[src/rtl/dma_pkg.sv]
package dma_pkg;

  typedef enum logic [1:0] {
    MODE_BURST = 2'b00,
    MODE_STEAL = 2'b01,
    MODE_TRANS = 2'b10,
    MODE_RSVD  = 2'b11
  } busMode_t;

  typedef enum logic [2:0] {
    S_IDLE,
    S_ARM,
    S_WAIT,
    S_REQ,
    S_READ,
    S_WRITE,
    S_GAP
  } engState_t;

  // Strobes from control to datapath
  typedef struct packed {
    logic accept;   // start taken
    logic latch;    // capture read data
    logic advance;  // unit finished: step pointers and count
    logic setDone;  // job complete
  } engStrobes_t;

  localparam logic [4:0] OFS_SRC  = 5'h00;
  localparam logic [4:0] OFS_DST  = 5'h04;
  localparam logic [4:0] OFS_CNT  = 5'h08;
  localparam logic [4:0] OFS_CTRL = 5'h0C;
  localparam logic [4:0] OFS_STAT = 5'h10;

  localparam int CB_START = 0;
  localparam int CB_TOMEM = 1;
  localparam int CB_TODEV = 2;
  localparam int CB_IRQEN = 3;
  localparam int CB_MODE  = 4;
  localparam int CB_FIX   = 6;

  localparam int SB_BUSY = 0;
  localparam int SB_DONE = 1;

endpackage

[src/rtl/dma_datapath.sv]
module dma_datapath
  import dma_pkg::*;
#(
  parameter int ADDR_W = 32,
  parameter int DATA_W = 32,
  parameter int CNT_W  = 16
) (
  input  logic              clk,
  input  logic              rstN,
  input  logic [4:0]        regAddr,
  input  logic              regWrEn,
  input  logic [31:0]       regWdata,
  output logic [31:0]       regRdata,
  input  logic              busy,
  input  engStrobes_t       stb,
  input  logic              selDst,
  input  logic [DATA_W-1:0] busRdata,
  output logic              startReq,
  output logic              cntZero,
  output logic              cntOne,
  output busMode_t          curMode,
  output logic [ADDR_W-1:0] busAddr,
  output logic [DATA_W-1:0] busWdata,
  output logic              irq
);

  localparam int WORD_BYTES = DATA_W / 8;
  localparam logic [ADDR_W-1:0] ADDR_STEP = ADDR_W'(WORD_BYTES);
  localparam logic [CNT_W-1:0]  CNT_ONE   = CNT_W'(1);

  logic [ADDR_W-1:0] srcAddr, dstAddr;
  logic [CNT_W-1:0]  cntReg;
  logic              toMem, toDev, irqEn, fixDev, doneFlag;
  logic [DATA_W-1:0] dataHold;
  logic              cfgWr, fixSrc, fixDst, doneClr;

  assign cfgWr    = regWrEn && !busy;
  assign startReq = regWrEn && (regAddr == OFS_CTRL) && regWdata[CB_START];
  assign doneClr  = regWrEn && (regAddr == OFS_STAT) && regWdata[SB_DONE];
  assign fixSrc   = fixDev && toMem;
  assign fixDst   = fixDev && toDev && !toMem;
  assign cntZero  = (cntReg == '0);
  assign cntOne   = (cntReg == CNT_ONE);

  always_ff @(posedge clk) begin
    if (!rstN) begin
      srcAddr <= '0;
      dstAddr <= '0;
      cntReg  <= '0;
      toMem   <= 1'b0;
      toDev   <= 1'b0;
      irqEn   <= 1'b0;
      fixDev  <= 1'b0;
      curMode <= MODE_BURST;
    end else if (cfgWr) begin
      case (regAddr)
        OFS_SRC:  srcAddr <= regWdata[ADDR_W-1:0];
        OFS_DST:  dstAddr <= regWdata[ADDR_W-1:0];
        OFS_CNT:  cntReg  <= regWdata[CNT_W-1:0];
        OFS_CTRL: begin
          toMem   <= regWdata[CB_TOMEM];
          toDev   <= regWdata[CB_TODEV];
          irqEn   <= regWdata[CB_IRQEN];
          fixDev  <= regWdata[CB_FIX];
          curMode <= busMode_t'(regWdata[CB_MODE+1:CB_MODE]);
        end
        default: ;
      endcase
    end else if (stb.advance) begin
      if (!fixSrc) srcAddr <= srcAddr + ADDR_STEP;
      if (!fixDst) dstAddr <= dstAddr + ADDR_STEP;
      cntReg <= cntReg - CNT_ONE;
    end
  end

  always_ff @(posedge clk) begin
    if (!rstN) begin
      dataHold <= '0;
    end else if (stb.latch) begin
      dataHold <= busRdata;
    end
  end

  always_ff @(posedge clk) begin
    if (!rstN)             doneFlag <= 1'b0;
    else if (stb.setDone)  doneFlag <= 1'b1;
    else if (stb.accept)   doneFlag <= 1'b0;
    else if (doneClr)      doneFlag <= 1'b0;
  end

  always_comb begin
    regRdata = '0;
    case (regAddr)
      OFS_SRC:  regRdata = 32'(srcAddr);
      OFS_DST:  regRdata = 32'(dstAddr);
      OFS_CNT:  regRdata = 32'(cntReg);
      OFS_CTRL: begin
        regRdata[CB_TOMEM]           = toMem;
        regRdata[CB_TODEV]           = toDev;
        regRdata[CB_IRQEN]           = irqEn;
        regRdata[CB_MODE+1:CB_MODE]  = curMode;
        regRdata[CB_FIX]             = fixDev;
      end
      OFS_STAT: begin
        regRdata[SB_BUSY] = busy;
        regRdata[SB_DONE] = doneFlag;
      end
      default: regRdata = '0;
    endcase
  end

  assign busAddr  = selDst ? dstAddr : srcAddr;
  assign busWdata = dataHold;
  assign irq      = doneFlag && irqEn;

endmodule

[src/rtl/dma_control.sv]
module dma_control
  import dma_pkg::*;
(
  input  logic        clk,
  input  logic        rstN,
  input  logic        startReq,
  input  logic        cntZero,
  input  logic        cntOne,
  input  busMode_t    curMode,
  input  logic        hlda,
  input  logic        cpuIdle,
  input  logic        busReady,
  output engStrobes_t stb,
  output logic        hold,
  output logic        busRd,
  output logic        busWr,
  output logic        busy
);

  engState_t state, nextState;

  always_ff @(posedge clk) begin
    if (!rstN) state <= S_IDLE;
    else       state <= nextState;
  end

  always_comb begin
    nextState = state;
    stb       = '0;
    case (state)
      S_IDLE: begin
        if (startReq) begin
          stb.accept = 1'b1;
          nextState  = S_ARM;
        end
      end
      S_ARM: begin
        if (cntZero) begin
          stb.setDone = 1'b1;
          nextState   = S_IDLE;
        end else if (curMode == MODE_TRANS) begin
          nextState = S_WAIT;
        end else begin
          nextState = S_REQ;
        end
      end
      S_WAIT:  if (cpuIdle) nextState = S_REQ;
      S_REQ:   if (hlda)    nextState = S_READ;
      S_READ: begin
        if (busReady) begin
          stb.latch = 1'b1;
          nextState = S_WRITE;
        end
      end
      S_WRITE: begin
        if (busReady) begin
          stb.advance = 1'b1;
          if (cntOne) begin
            stb.setDone = 1'b1;
            nextState   = S_IDLE;
          end else begin
            case (curMode)
              MODE_STEAL: nextState = S_GAP;
              MODE_TRANS: nextState = S_WAIT;
              default:    nextState = S_READ;
            endcase
          end
        end
      end
      S_GAP:   nextState = S_REQ;
      default: nextState = S_IDLE;
    endcase
  end

  assign hold  = (state == S_REQ) || (state == S_READ) || (state == S_WRITE);
  assign busRd = (state == S_READ);
  assign busWr = (state == S_WRITE);
  assign busy  = (state != S_IDLE);

endmodule

[src/rtl/dma_single.sv]
module dma_single
  import dma_pkg::*;
#(
  parameter int ADDR_W = 32,
  parameter int DATA_W = 32,
  parameter int CNT_W  = 16
) (
  input  logic              clk,
  input  logic              rstN,
  input  logic [4:0]        regAddr,
  input  logic              regWrEn,
  input  logic [31:0]       regWdata,
  output logic [31:0]       regRdata,
  output logic              hold,
  input  logic              hlda,
  input  logic              cpuIdle,
  output logic [ADDR_W-1:0] busAddr,
  output logic              busRd,
  output logic              busWr,
  output logic [DATA_W-1:0] busWdata,
  input  logic [DATA_W-1:0] busRdata,
  input  logic              busReady,
  output logic              irq
);

  engStrobes_t stb;
  logic        startReq, cntZero, lastUnit, busy;
  busMode_t    curMode;

  dma_datapath #(.ADDR_W(ADDR_W), .DATA_W(DATA_W), .CNT_W(CNT_W)) u_path (
    .clk      (clk),
    .rstN     (rstN),
    .regAddr  (regAddr),
    .regWrEn  (regWrEn),
    .regWdata (regWdata),
    .regRdata (regRdata),
    .busy     (busy),
    .stb      (stb),
    .selDst   (busWr),
    .busRdata (busRdata),
    .startReq (startReq),
    .cntZero  (cntZero),
    .cntOne   (lastUnit),
    .curMode  (curMode),
    .busAddr  (busAddr),
    .busWdata (busWdata),
    .irq      (irq)
  );

  dma_control u_ctl (
    .clk      (clk),
    .rstN     (rstN),
    .startReq (startReq),
    .cntZero  (cntZero),
    .cntOne   (lastUnit),
    .curMode  (curMode),
    .hlda     (hlda),
    .cpuIdle  (cpuIdle),
    .busReady (busReady),
    .stb      (stb),
    .hold     (hold),
    .busRd    (busRd),
    .busWr    (busWr),
    .busy     (busy)
  );

endmodule

[config.mk]
export PLATFORM = sky130hd
export DESIGN_NAME = dma_single
export DESIGN_NICKNAME = d
export VERILOG_FILES = /design/src/rtl/dma_pkg.sv /design/src/rtl/dma_datapath.sv /design/src/rtl/dma_control.sv /design/src/rtl/dma_single.sv
export SDC_FILE = /design/constraint.sdc
export NUM_CORES = 1
export LEC_CHECK = 0
export ABC_AREA = 1
export BUFFER_PORTS_ARGS = -buffer_cell sky130_fd_sc_hd__buf_2
export CAP_MARGIN = 15
export CORE_UTILIZATION = 45
export DETAILED_ROUTE_END_ITERATION = 8
export PLACE_DENSITY = 0.66
export SLEW_MARGIN = 10
export SYNTH_ARGS = -nofsm -noshare
export SYNTH_HDL_FRONTEND = slang
export SYNTH_HIERARCHICAL = 1
export SYNTH_SLANG_ARGS = --single-unit
export TNS_END_PERCENT = 30
[constraint.sdc]
create_clock -name clk -period 2.62 [get_ports clk]
set_clock_uncertainty 0.05 [all_clocks]
set_input_delay 0.393 -clock clk [delete_from_list [all_inputs] [get_ports clk]]
set_output_delay 0.393 -clock clk [all_outputs]
set_load 0.1 [all_outputs]
# Word level (Yosys, flattened, before mapping)
# Cells that the tools add are included.
dict set report classes {
  n_addsub 3
  reduce_logical 24
  muxes 38
  n_eq_ne 23
}
# operator n
set ops {}
lappend ops {{two-way mux 32 bit} 9}
lappend ops {{case mux 25 bit (3 select lines)} 1}
lappend ops {{adder 32 x 3 -> 32 bit, second input constant} 2}
lappend ops {{two-way mux 16 bit} 3}
lappend ops {{case mux 3 bit (7 select lines)} 1}
lappend ops {{case mux 5 bit (4 select lines)} 1}
lappend ops {{two-way mux 3 bit} 6}
lappend ops {{equality test 16 x 1 -> 1 bit, second input constant} 1}
lappend ops {{logical NOT 16 bit} 1}
lappend ops {{subtractor 16 x 1 -> 16 bit, second input constant} 1}
lappend ops {{!= test 2 bit, second input constant} 7}
lappend ops {{two-way mux 1 bit} 11}
lappend ops {{equality test 5 x 4 -> 1 bit, second input constant} 2}
lappend ops {{equality test 3 bit, second input constant} 3}
lappend ops {{logical AND 1 bit} 9}
lappend ops {{equality test 3 x 2 -> 1 bit, second input constant} 2}
lappend ops {{!= test 2 x 1 -> 1 bit, second input constant} 3}
lappend ops {{case mux 3 bit (2 select lines)} 1}
lappend ops {{AND reduction 3 bit} 2}
lappend ops {{nonzero test 3 bit} 2}
lappend ops {{equality test 5 x 3 -> 1 bit, second input constant} 1}
lappend ops {{equality test 5 bit, second input constant} 1}
lappend ops {{logical NOT 5 bit} 1}
lappend ops {{case mux 1 bit (5 select lines)} 1}
lappend ops {{other kinds (12)} 16}
dict set report word_totals {
  word_cells 99
  in_bits 75
  ff_bits 122
  out_inout_bits 100
}

# Logic depth before layout (Yosys ltp)
dict set report logic_depth {
  word_depth 7
  mapped_depth 13
  mapped_depth_nobuf 13
}

# Modules after synthesis
# Netlist, hierarchy kept.
# mod n_inst seq_area_each_um2 area_per_inst_um2 cells_each
set modules_own_cells {}
lappend modules_own_cells {dma_datapath 1 2382.3 7729.9 1316}
lappend modules_own_cells {dma_control 1 60.1 314.1 57}

# Worst setup path before layout
# Ideal clock, no wire load.
dict set report synth_timing {
  path_kind {flip-flop to output port}
  startpoint {register u_ctl.state[1]}
  endpoint {output port busAddr[23]}
  required_time_ns 2.177
  path_stages_with_launch 7
  n_path_buf 2
  setup_slack_ns -1.384
  arrival_time_ns 3.561
  path_cell_list {dfxtp_1 -> inv_1 -> nand3_1 -> inv_1 -> clkbuf_1 -> clkbuf_1 -> o21ai_0}
}
dict set report synth_between {
  elab_chain_cells 2
}
# item line_no
set synth_lines {}
lappend synth_lines {{start, declared} dma_control.sv:20} ;# engState_t state, nextState;
lappend synth_lines {{start signal, assigned} dma_control.sv:24} ;# else state <= nextState;
lappend synth_lines {{equality test 3 bit} dma_control.sv:77} ;# assign busWr = (state == S_WRITE);
lappend synth_lines {{named net busWr} dma_single.sv:19} ;# output logic busWr,
lappend synth_lines {{two-way mux 32 bit} dma_datapath.sv:112} ;# assign busAddr = selDst ? dstAddr : srcAddr;
lappend synth_lines {{end, declared} dma_single.sv:17} ;# output logic [ADDR_W-1:0] busAddr,
# The timed path passes the listed nets, and every way through them passes these cells.

# Final worst setup path
dict set report layout_timing {
  startpoint {register u_ctl.state[0]}
  endpoint {output port busAddr[31]}
}
dict set report layout_between {
  elab_chain_cells 2
}
# item line_no
set layout_lines {}
lappend layout_lines {{equality test 3 bit} dma_control.sv:77}
lappend layout_lines {{two-way mux 32 bit} dma_datapath.sv:112}
# Every way passes these cells.

==> reports/summary.json <==
{
  "whs_ns": 0.1315,
  "rsz_0062_raised_after_global_routing": "yes",
  "globalRouteTotalUtil": 0.3265,
  "synth-seq-area-share": 0.3036,
  "cts_tree": "yes",
  "timing.final.crit_period_ns": 2.510,
  "fillCellCount": 1653,
  "hpwl_mm": 22.14,
  "synth_top_area_cell": "sky130_fd_sc_hd__dfxtp_1",
  "power_frac_comb": 0.229,
  "dr_wl_cell_um": 17.05,
  "max_cap_violations": 0,
  "start_util": 0.4635,
  "clock-sinks": 122,
  "edff_count_synth": 0,
  "area.sequential_um2": 2445,
  "crit_path_end_kind": "output pin",
  "run_status": "complete, no violations",
  "multiInputGateArea_um2": 5126,
  "syn-num-nets": 1453,
  "highest_achievable_clock_rate_mhz": 398.4,
  "global_route_wire_length_before_repair_mm": 45.93,
  "cts_buffer_depth": 2,
  "synth_async_sr_flop_share": 0,
  "pre_cts_slack_ns": 0.3159,
  "setup_ws_ns": 0.1098,
  "timing_hold_violations_final": 0,
  "globalplace.congestion": 0.9748,
  "floorplan.core_area_um2": 17360,
  "final_layout_size_suffix_gt1_frac": 0.1909,
  "detailed_place.area_um2": 10170,
  "synth-main-ff-cell": "sky130_fd_sc_hd__dfxtp_1",
  "power.internal_mw": 3.618,
  "timing.setup.critical_path_class": "reg -> out",
  "clock_insertion_delay_worst_skew_ns": 0.43,
  "antenna_found_initial": 0,
  "synth.lib_cells_used.distinct": 38,
  "die_width_um": 135.7,
  "synth_most_common_cell": "sky130_fd_sc_hd__nand2_1",
  "placedCellCount": 1732,
  "post_synth_main_area_contributors": "sky130_fd_sc_hd__dfxtp_1 30%, sky130_fd_sc_hd__nand2_1 17%, sky130_fd_sc_hd__nor2_1 12%",
  "netsw_mw": 2.006,
  "final-instance-count-excl-fill": 1765,
  "power_leakage_nw": 4.655,
  "yosys-top-cells-count": "359 x sky130_fd_sc_hd__nand2_1, 264 x sky130_fd_sc_hd__nor2_1, 169 x sky130_fd_sc_hd__o21ai_0",
  "final_min_period_over_clock_period": 0.9581,
  "power_frac_clock": 0.416,
  "rows": 48,
  "portBuffers": 174,
  "setup.worst_path.start_class": "register",
  "vias_in_the_first_global_route": 8505,
  "drt_pre_antenna_iters": 8,
  "post_synth_inst_count": 1373,
  "die-area_um2": 18410,
  "setup_viol": 0,
  "pwr-share-seq": 0.355,
  "fin_total_pwr_mw": 5.624,
  "max_slew.worst_pin.slew_ns": 0.9980,
  "layout.nets": 1607,
  "fin_setup_tns_ns": 0,
  "powerDensity_nw_per_um2": 518.4,
  "cts_root_buffer": "sky130_fd_sc_hd__clkbuf_16",
  "power_switching_share": 0.3567,
  "grt_max_degree": 67,
  "slew_headroom": 0.3340,
  "clk_pin_slew_worst_paths_ns": 0.06,
  "post_synth_instance_area_um2": 8044,
  "yosysWarningCount": 6,
  "utilization": 0.6251,
  "crit_required_ns": 2.18,
  "num_vias": 9666,
  "i_o_pins": 175,
  "num_antenna_cells": 0,
  "detailedRoute.firstIterationViolations": 976,
  "finish.instance_area_um2": 10850,
  "worstPathMaxFanout": 24,
  "cts_buffers": 17,
  "flip_flop_and_latch_count_after_synthesis": 122,
  "drc": 0,
  "postSynthAreaPerCell_um2": 5.859,
  "worst-endpoint-arrival_ns": 2.07,
  "flow.area_growth_from_synthesis_pct": 34.87,
  "wirelength_mm": 30.10,
  "hold_crit_path_type": "in -> reg",
  "antenna_violating_nets_post_route": 0,
  "grt_overflow": 0,
  "vdd_ir_drop_max_mv": 0.4462,
  "slew_viol_final": 0,
  "buffers_inserted_during_post_cts_setup_optimization": 0,
  "routed_via_density": 5.476,
  "netlist.area_leader.share": 0.3036,
  "cts.htree.levels": 4,
  "die_height_um": 135.7
}
==> kinds of logic after synthesis <==
group	after synthesis	synth area share
simple gates	727	0.3668
xor+xnor	17	0.01851
flops	122	0.3036
compound gates	304	0.2017
buf+inv	198	0.1016
fa+ha+maj	5	0.007777
==> per-layer routing <==
| layer | vias up | track usage | share of wire |
|---|---|---|---|
| li1 | 4736 | - | - |
| met1 | 4396 | 0.4339 | 0.42 |
| met2 | 463 | 0.5096 | 0.46 |
| met3 | 71 | 0.04639 | 0.079 |
| met4 | 0 | 0.1723 | 0.045 |
| met5 | - | 0 | 0 |
==> cells in the final DEF (no fill, tap or decap), types with 5 or more instances in the layout <==
cell                        Yosys  layout
sky130_fd_sc_hd__a21oi_1       83      83
sky130_fd_sc_hd__a31oi_1       13      13
sky130_fd_sc_hd__buf_12         0      52
sky130_fd_sc_hd__buf_2         17     110
sky130_fd_sc_hd__buf_4          4      26
sky130_fd_sc_hd__clkbuf_16      0      17
sky130_fd_sc_hd__dfxtp_1      122     120
sky130_fd_sc_hd__ha_1           5       5
sky130_fd_sc_hd__inv_1        134     133
sky130_fd_sc_hd__inv_6          0       7
sky130_fd_sc_hd__nand2_1      359     359
sky130_fd_sc_hd__nand2_2        7       7
sky130_fd_sc_hd__nand3_1       69      69
sky130_fd_sc_hd__nand4_1        6       6
sky130_fd_sc_hd__nor2_1       264     264
sky130_fd_sc_hd__nor2_2         9       9
sky130_fd_sc_hd__o21ai_0      169     129
sky130_fd_sc_hd__o21ai_1        5      13
sky130_fd_sc_hd__o21ai_4        0      28
sky130_fd_sc_hd__o221ai_1       9       9
sky130_fd_sc_hd__o22ai_1       15      15
sky130_fd_sc_hd__xor2_1        16      16
==> registers in the layout, summed over array words and instances (netlist names) <==
register and flops:
u_path/irqEn 1, u_path/toMem 1, u_path/curMode 2, u_path/dstAddr 32, u_ctl/state 3, u_path/toDev 1, u_path/doneFlag 1, u_path/fixDev 1
u_path/srcAddr 32, u_path/busWdata 32, u_path/cntReg 16
==> timing repair <==
action                     in CTS  in global routing
resized for setup              17                  5
cloned                          1                  0
hold endpoints to repair        0                  0
hold buffers                    0                  0
setup endpoints to repair      19                 25
==> worst max-delay path: stages (launching register included) <==
cell                         delay [ns]
sky130_fd_sc_hd__dfxtp_2           0.42
sky130_fd_sc_hd__nand3_1           0.18
sky130_fd_sc_hd__clkinvlp_4        0.19
sky130_fd_sc_hd__bufbuf_16         0.43
sky130_fd_sc_hd__nand2_1           0.11
sky130_fd_sc_hd__o21ai_2           0.11
sky130_fd_sc_hd__buf_12            0.21
==> power groups by stage <==
stage	registers (mW)	logic [mW]	clock network, mW
global route	2.00	1.38	2.46
floorplan	2.07	0.816	0
global placement	2.03	1.26	0
CTS	1.99	1.27	2.37
finish	1.99	1.29	2.34
detailed placement	2.03	1.26	0
==> final timing paths <==
check	from	endpoint	slack, ns	depth (start not counted)
worst max-delay path	u_ctl/state[0]$_SDFFE_PN0P_	busAddr[31]	0.11	6
worst min register to register	u_path/curMode[0]$_SDFFE_PN0P_	u_path/curMode[0]$_SDFFE_PN0P_	0.44	2
worst min-delay path	busRdata[1]	u_path/busWdata[1]$_SDFFE_PN0P_	0.13	3
worst max register to register	u_ctl/state[0]$_SDFFE_PN0P_	u_path/srcAddr[2]$_SDFFE_PN0P_	0.35	9
==> area by class of cell <==
cell class                      instances  share of cell area
Multi-Input combinational cell       1053              0.4725
Sequential cell                       122              0.2253
Timing Repair Buffer                  194              0.1744
Inverter                              139             0.04844
Clock buffer                           17             0.03921
Tap cell                              225             0.02595
Clock inverter                         15             0.01419
No activity file was read; power rests on OpenSTA's default activity.
